[src/rtl/rdmask_pkg.sv]
`timescale 1ns/1ps
package rdmask_pkg;

    typedef enum logic [1:0] {
        BLEN_1 = 2'd0,
        BLEN_2 = 2'd1,
        BLEN_4 = 2'd2,
        BLEN_8 = 2'd3
    } blen_e;

    localparam int BEAT_CNT_W = 4;

    // Number of beats selected by a burst length code.
    function automatic logic [BEAT_CNT_W-1:0] blen_beats(input blen_e b);
        return BEAT_CNT_W'(1) << b;
    endfunction

endpackage

[src/rtl/rdm_burst_ctr.sv]
`timescale 1ns/1ps
module rdm_burst_ctr
    import rdmask_pkg::*;
#(
    parameter int COL_W = 8
) (
    input  logic             clk,
    input  logic             rst_n,
    input  logic             cmd_i,
    input  logic [COL_W-1:0] col_i,
    input  blen_e            blen_i,
    output logic             rd_o,
    output logic [COL_W-1:0] col_o
);

    localparam int BLK_LSB = 3;

    typedef struct packed {
        logic                  busy;
        logic [COL_W-1:0]      col;
        logic [COL_W-1:0]      wrap;
        logic [BEAT_CNT_W-1:0] left;
    } ctr_t;

    ctr_t ctr_d, ctr_q;

    always_comb begin
        ctr_d = ctr_q;
        if (cmd_i) begin
            ctr_d.busy = 1'b1;
            ctr_d.col  = col_i;
            ctr_d.wrap = COL_W'(blen_beats(blen_i) - 1'b1);
            ctr_d.left = blen_beats(blen_i) - 1'b1;
        end else if (ctr_q.busy) begin
            if (ctr_q.left == '0) begin
                ctr_d.busy = 1'b0;
            end else begin
                ctr_d.col  = (ctr_q.col & ~ctr_q.wrap) |
                             ((ctr_q.col + COL_W'(1)) & ctr_q.wrap);
                ctr_d.left = ctr_q.left - 1'b1;
            end
        end
    end

    always_ff @(posedge clk or negedge rst_n) begin
        if (!rst_n) ctr_q <= '0;
        else        ctr_q <= ctr_d;
    end

    assign rd_o  = ctr_q.busy;
    assign col_o = ctr_q.col;


    no_rd_without_cmd_chk: assert property (@(posedge clk) disable iff (!rst_n)
        $rose(rd_o) |-> $past(cmd_i));


    col_block_chk: assert property (@(posedge clk) disable iff (!rst_n)
        (rd_o && $past(rd_o) && !$past(cmd_i)) |->
        (col_o[COL_W-1:BLK_LSB] == $past(col_o[COL_W-1:BLK_LSB])));

endmodule

[src/rtl/rdm_cas_pipe.sv]
`timescale 1ns/1ps
module rdm_cas_pipe #(
    parameter int W      = 16,
    parameter int MAX_CL = 3,
    parameter int CL_W   = 2
) (
    input  logic            clk,
    input  logic            rst_n,
    input  logic            in_valid,
    input  logic [W-1:0]    in_data,
    input  logic [CL_W-1:0] cl_i,
    output logic            out_valid,
    output logic [W-1:0]    out_data
);

    typedef struct packed {
        logic [MAX_CL-1:0]        v;
        logic [MAX_CL-1:0][W-1:0] d;
    } pipe_t;

    pipe_t pipe_d, pipe_q;
    int    tap;

    always_comb begin
        pipe_d      = pipe_q;
        pipe_d.v[0] = in_valid;
        pipe_d.d[0] = in_data;
        for (int s = 1; s < MAX_CL; s++) begin
            pipe_d.v[s] = pipe_q.v[s-1];
            pipe_d.d[s] = pipe_q.d[s-1];
        end
    end

    always_comb begin
        if (cl_i == '0)                 tap = 0;
        else if (int'(cl_i) > MAX_CL)   tap = MAX_CL - 1;
        else                            tap = int'(cl_i) - 1;
    end

    always_ff @(posedge clk or negedge rst_n) begin
        if (!rst_n) pipe_q <= '0;
        else        pipe_q <= pipe_d;
    end

    assign out_valid = pipe_q.v[tap];
    assign out_data  = pipe_q.v[tap] ? pipe_q.d[tap] : '0;


    valid_source_chk: assert property (@(posedge clk) disable iff (!rst_n)
        $rose(out_valid) |-> ($past(in_valid) || $past(|pipe_q.v)));

endmodule

[src/rtl/rdm_mask_pipe.sv]
`timescale 1ns/1ps
module rdm_mask_pipe #(
    parameter int LANES = 2
) (
    input  logic             clk,
    input  logic             rst_n,
    input  logic [LANES-1:0] mask_i,
    output logic [LANES-1:0] en_o
);

    typedef struct packed {
        logic [LANES-1:0] s1;
        logic [LANES-1:0] s2;
        logic [1:0]       warm;
    } mpipe_t;

    mpipe_t mp_d, mp_q;

    always_comb begin
        mp_d = mp_q;
        for (int l = 0; l < LANES; l++) begin
            mp_d.s1[l] = mask_i[l];
            mp_d.s2[l] = mp_q.s1[l];
        end
        if (mp_q.warm != 2'd2) mp_d.warm = mp_q.warm + 2'd1;
    end

    always_ff @(posedge clk or negedge rst_n) begin
        if (!rst_n) mp_q <= '0;
        else        mp_q <= mp_d;
    end

    assign en_o = ~mp_q.s2;


    lane_follow_chk: assert property (@(posedge clk) disable iff (!rst_n)
        (mp_q.warm == 2'd2) |-> (en_o == ~$past(mask_i, 2)));

endmodule

[src/rtl/sdram_rd_bytemask.sv]
`timescale 1ns/1ps
module sdram_rd_bytemask
    import rdmask_pkg::*;
#(
    parameter int COL_W  = 8,
    parameter int DATA_W = 16,
    parameter int MAX_CL = 3,
    localparam int CL_W  = $clog2(MAX_CL + 1),
    localparam int LANES = 2
) (
    input  logic              clk,
    input  logic              rst_n,
    input  logic              rd_cmd,
    input  logic [COL_W-1:0]  rd_col,
    input  logic [1:0]        rd_blen,
    input  logic [CL_W-1:0]   cas_lat,
    input  logic              mask_hi,
    input  logic              mask_lo,
    output logic              arr_rd,
    output logic [COL_W-1:0]  arr_col,
    input  logic [DATA_W-1:0] arr_data,
    output logic [DATA_W-1:0] dq_out,
    output logic [LANES-1:0]  dq_oe
);

    logic              beat_valid;
    logic [DATA_W-1:0] beat_data;
    logic [LANES-1:0]  lane_en;

    rdm_burst_ctr #(.COL_W(COL_W)) u_ctr (
        .clk    (clk),
        .rst_n  (rst_n),
        .cmd_i  (rd_cmd),
        .col_i  (rd_col),
        .blen_i (blen_e'(rd_blen)),
        .rd_o   (arr_rd),
        .col_o  (arr_col)
    );

    rdm_cas_pipe #(.W(DATA_W), .MAX_CL(MAX_CL), .CL_W(CL_W)) u_pipe (
        .clk       (clk),
        .rst_n     (rst_n),
        .in_valid  (arr_rd),
        .in_data   (arr_data),
        .cl_i      (cas_lat),
        .out_valid (beat_valid),
        .out_data  (beat_data)
    );

    rdm_mask_pipe #(.LANES(LANES)) u_mask (
        .clk    (clk),
        .rst_n  (rst_n),
        .mask_i ({mask_hi, mask_lo}),
        .en_o   (lane_en)
    );

    assign dq_out = beat_data;
    assign dq_oe  = {LANES{beat_valid}} & lane_en;


    idle_oe_chk: assert property (@(posedge clk) disable iff (!rst_n)
        (!arr_rd && !$past(arr_rd) && !$past(arr_rd, 2) && !$past(arr_rd, 3))
        |-> (dq_oe == '0 && dq_out == '0));

endmodule

[config.mk]
export PLATFORM = sky130hd
export DESIGN_NAME = sdram_rd_bytemask
export DESIGN_NICKNAME = d
export VERILOG_FILES = /design/src/rtl/rdmask_pkg.sv /design/src/rtl/rdm_burst_ctr.sv /design/src/rtl/rdm_cas_pipe.sv /design/src/rtl/rdm_mask_pipe.sv /design/src/rtl/sdram_rd_bytemask.sv
export SDC_FILE = /design/constraint.sdc
export NUM_CORES = 1
export LEC_CHECK = 0
export ABC_AREA = 1
export BUFFER_PORTS_ARGS = -buffer_cell sky130_fd_sc_hd__buf_2
export CAP_MARGIN = 15
export CORE_ASPECT_RATIO = 1.5
export CORE_MARGIN = 3
export CORE_UTILIZATION = 23
export DETAILED_ROUTE_END_ITERATION = 8
export PLACE_DENSITY_LB_ADDON = 0.12
export SYNTH_ARGS = -nofsm -noshare
export SYNTH_HDL_FRONTEND = slang
export SYNTH_SLANG_ARGS = --single-unit
[constraint.sdc]
create_clock -name clk -period 1.37 [get_ports clk]
set_clock_uncertainty 0.2 [all_clocks]
set_input_delay 0.0685 -clock clk [delete_from_list [all_inputs] [get_ports clk]]
set_output_delay 0.0685 -clock clk [all_outputs]
set_load 0.02 [all_outputs]
==> qor.yml <==
drv_slew: 0
worstSetupEndpointType: "primary output"
period_share: 1.152
place_area_um2: 3650
dp_hpwl_um: 5584
place_inst: 546
ir_worst_vdd_mv: 0.5461
cp_cell_sequence: "nand2_4 -> nand3_4 -> nand2_1 -> inv_1 -> buf_2"
cts_tree: "yes"
max-cap-violations: 0
postLayoutCellArea_um2: 4574
root_buffer: "clkbuf_16"
slew_headroom: 0.6894
rows: 50
synth-warning-count: 0
synth_top_family_by_area: "simple AND/OR/NAND/NOR gates"
wirelength_um: 8366
status: "finished with violations"
first_pass_iters: 4
synth_xor_area_frac: 0.002933
synthMostInstantiatedCell: "nand2_1"
die_w_um: 99.04
period_needed_ps: 1578
grt_max_degree: 32
htreeDepth: 3
synth_cell_types: 33
place_ws_ps: -60.64
synth_common_cells: "nand2_1, dfrtp_1, nand3_1, inv_1, buf_4"
rsz0062_at_grt: "yes"
fin_cells: 598
grt_usage: 0.1232
grt_overflow: 0
avgSynthCellArea_um2: 9.572
port_buffers: 59
n_antenna_cell: 0
hold_violations: 2
worst_slew_pin_slew_ps: 466.0
die_area_um2: 14420
failed_checks: "hold timing, setup timing"
clk_path_buf_depth: 2
slowest_stage: "dfrtp_1"
hold_ws_ps: -32.02
power_density_nw_per_um2: 1555
routabilityCongestion: 0.7532
grt_pass1_wl_um: 13700
synth.area.mux_share: 0
clock_sinks: 72
synth_seq_cells: 72
wl_per_cell_um: 13.99
synth_simple_gate_area_frac: 0.2434
synth_compound_area_frac: 0.04315
fmax_mhz: 633.7
drtAntennaViolNets: 0
synth_area_leaders: "dfrtp_1, nand2_1, nand3_1"
setup_slack_ps: -208.1
ys_seq_area_frac: 0.6033
start_kind: "register"
worstSkewPairLatency_ps: 330
antenna_found_initial: 0
drt_iter0_drc: 56
mappedNetlistNets: 348
core_area_um2: 12570
leakagePower_nw: 2.273
initial_utilization: 0.2375
synthAdderAreaFrac: 0.01257
hp-class: "input port to register"
max_stage_delay_ps: 410
setup_viol: 22
pin_count: 60
via_count: 2478
drive_above_1_share: 0.3959
synth.cell_area_um2: 2987
grt_pass1_vias: 2624
synthArstFlopShare: 1.000
fin_nets: 473
die_h_um: 145.6
clkTransAtPathRegs_ps: 60
crit_type: "register to primary output"
arrival_ps: 1310
syn2layout_area_growth_pct: 53.16
vias_per_cell: 4.144
crit_fanout: 5
ys.flop_type: "dfrtp_1"
critical_path_required_ps: 1100
synthDominantCellAreaShare: 0.6033
syn_inst: 312
cts_buffers: 9
synth_edf_count: 0
drc_errors: 0
yosysTopAreaCell: "dfrtp_1"
[metal layers]
metal | GRT usage | wire (um) | vias to the layer above
li1 | - | - | 1235
met1 | 0.1457 | 3454 | 1186
met2 | 0.2116 | 4471 | 48
met3 | 0.03309 | 331 | 9
met4 | 0.04511 | 109 | 0
met5 | 0 | 0 | -
[critical path, delay by kind of cell, from the launching register on]
kind	cells	cell delay [ps]
buf+inv	2	180
flops	1	410
simple gates	3	390
[cells in the final DEF (no fill, tap or decap), types with 2 or more instances in the layout]
cell type / n
nand2_1: 77
dfrtp_1: 70
nand3_1: 44
buf_2: 39
buf_4: 32
dlygate4sd3_1: 29
buf_6: 24
nand2_2: 19
inv_1: 17
inv_2: 15
clkbuf_16: 9
nand3_4: 5
a21oi_1: 5
nor2_1: 5
o21ai_0: 5
nor2_2: 4
o21ai_1: 4
nand2_4: 3
buf_12: 3
inv_6: 2
a21oi_2: 2
nand3_2: 2
nor2_4: 2
ha_2: 2
clkinv_2: 2
dfrtp_2: 2
[sequential cells by signal, indices dropped and copies added (netlist names)]
signal / cells
u_pipe.pipe_q: 17
u_ctr.ctr_q: 8
u_mask.mp_q: 2
u_pipe.pipe_d: 34
u_mask.mp_d: 2
u_ctr.col_o: 8
u_ctr.rd_o: 1
[report_power, final]
group | internal, mW | switching [mW]
clock network | 1.46 | 0.897
logic | 0.983 | 1.19
registers | 2.40 | 0.190
[metrics by stage]
step	total power [mW]	util	hold slack, ps	setup TNS (ps)
2_1_floorplan	3.653	-	-427.1	0
3_3_place_gp	4.309	0.2902	-137.0	-246.5
3_5_place_dp	4.317	0.2902	-136.3	-358.8
4_1_cts	7.045	0.3533	14.74	-4298
5_1_grt	7.538	0.3638	-6.630	-5362
6_report	7.112	0.3638	-32.02	-3401
[path summary, 6_finish.rpt]
path | depth (start not counted) | slack, ps | to | startpoint
max | 5 | -210 | dq_out[5] | u_pipe.pipe_d[49]
min | 5 | -30 | u_ctr.ctr_q[4] | rd_blen[0]
max reg2reg | 7 | 0 | u_ctr.col_o[5] | u_ctr.col_o[0]
min reg2reg | 0 | 150 | u_mask.mp_q[3] | u_mask.mp_d[3]
max in group asynchronous | 3 | 430 | u_pipe.pipe_d[24] | rst_n
min in group asynchronous | 2 | 40 | u_pipe.pipe_d[26] | rst_n
[what timing repair did]
item,CTS,global route
resized for setup,50,48
buffers inserted,1,3
gates cloned,3,0
hold buffers,30,2
endpoints found under the hold margin,103,3
endpoints found under the setup margin,26,29
pin swaps,15,24
[layout make-up]
type | instances | area, um^2
Clock inverter | 5 | 56.30
Timing Repair Buffer | 129 | 1076
Sequential cell | 72 | 1804
Inverter | 35 | 141.4
Multi-Input combinational cell | 190 | 1059
Tap cell | 156 | 195.2
Fill cell | 1276 | 8000
Clock buffer | 11 | 242.7
[logic make-up after synthesis]
logic type	count (synthesis)
AND/OR/NAND/NOR	161
XOR/XNOR	1
AO/OA/AOI/OAI	22
flip-flops	72
buffers and inverters	53
adder cells (fa/ha/maj)	3
(Power assumes the default switching activity.)
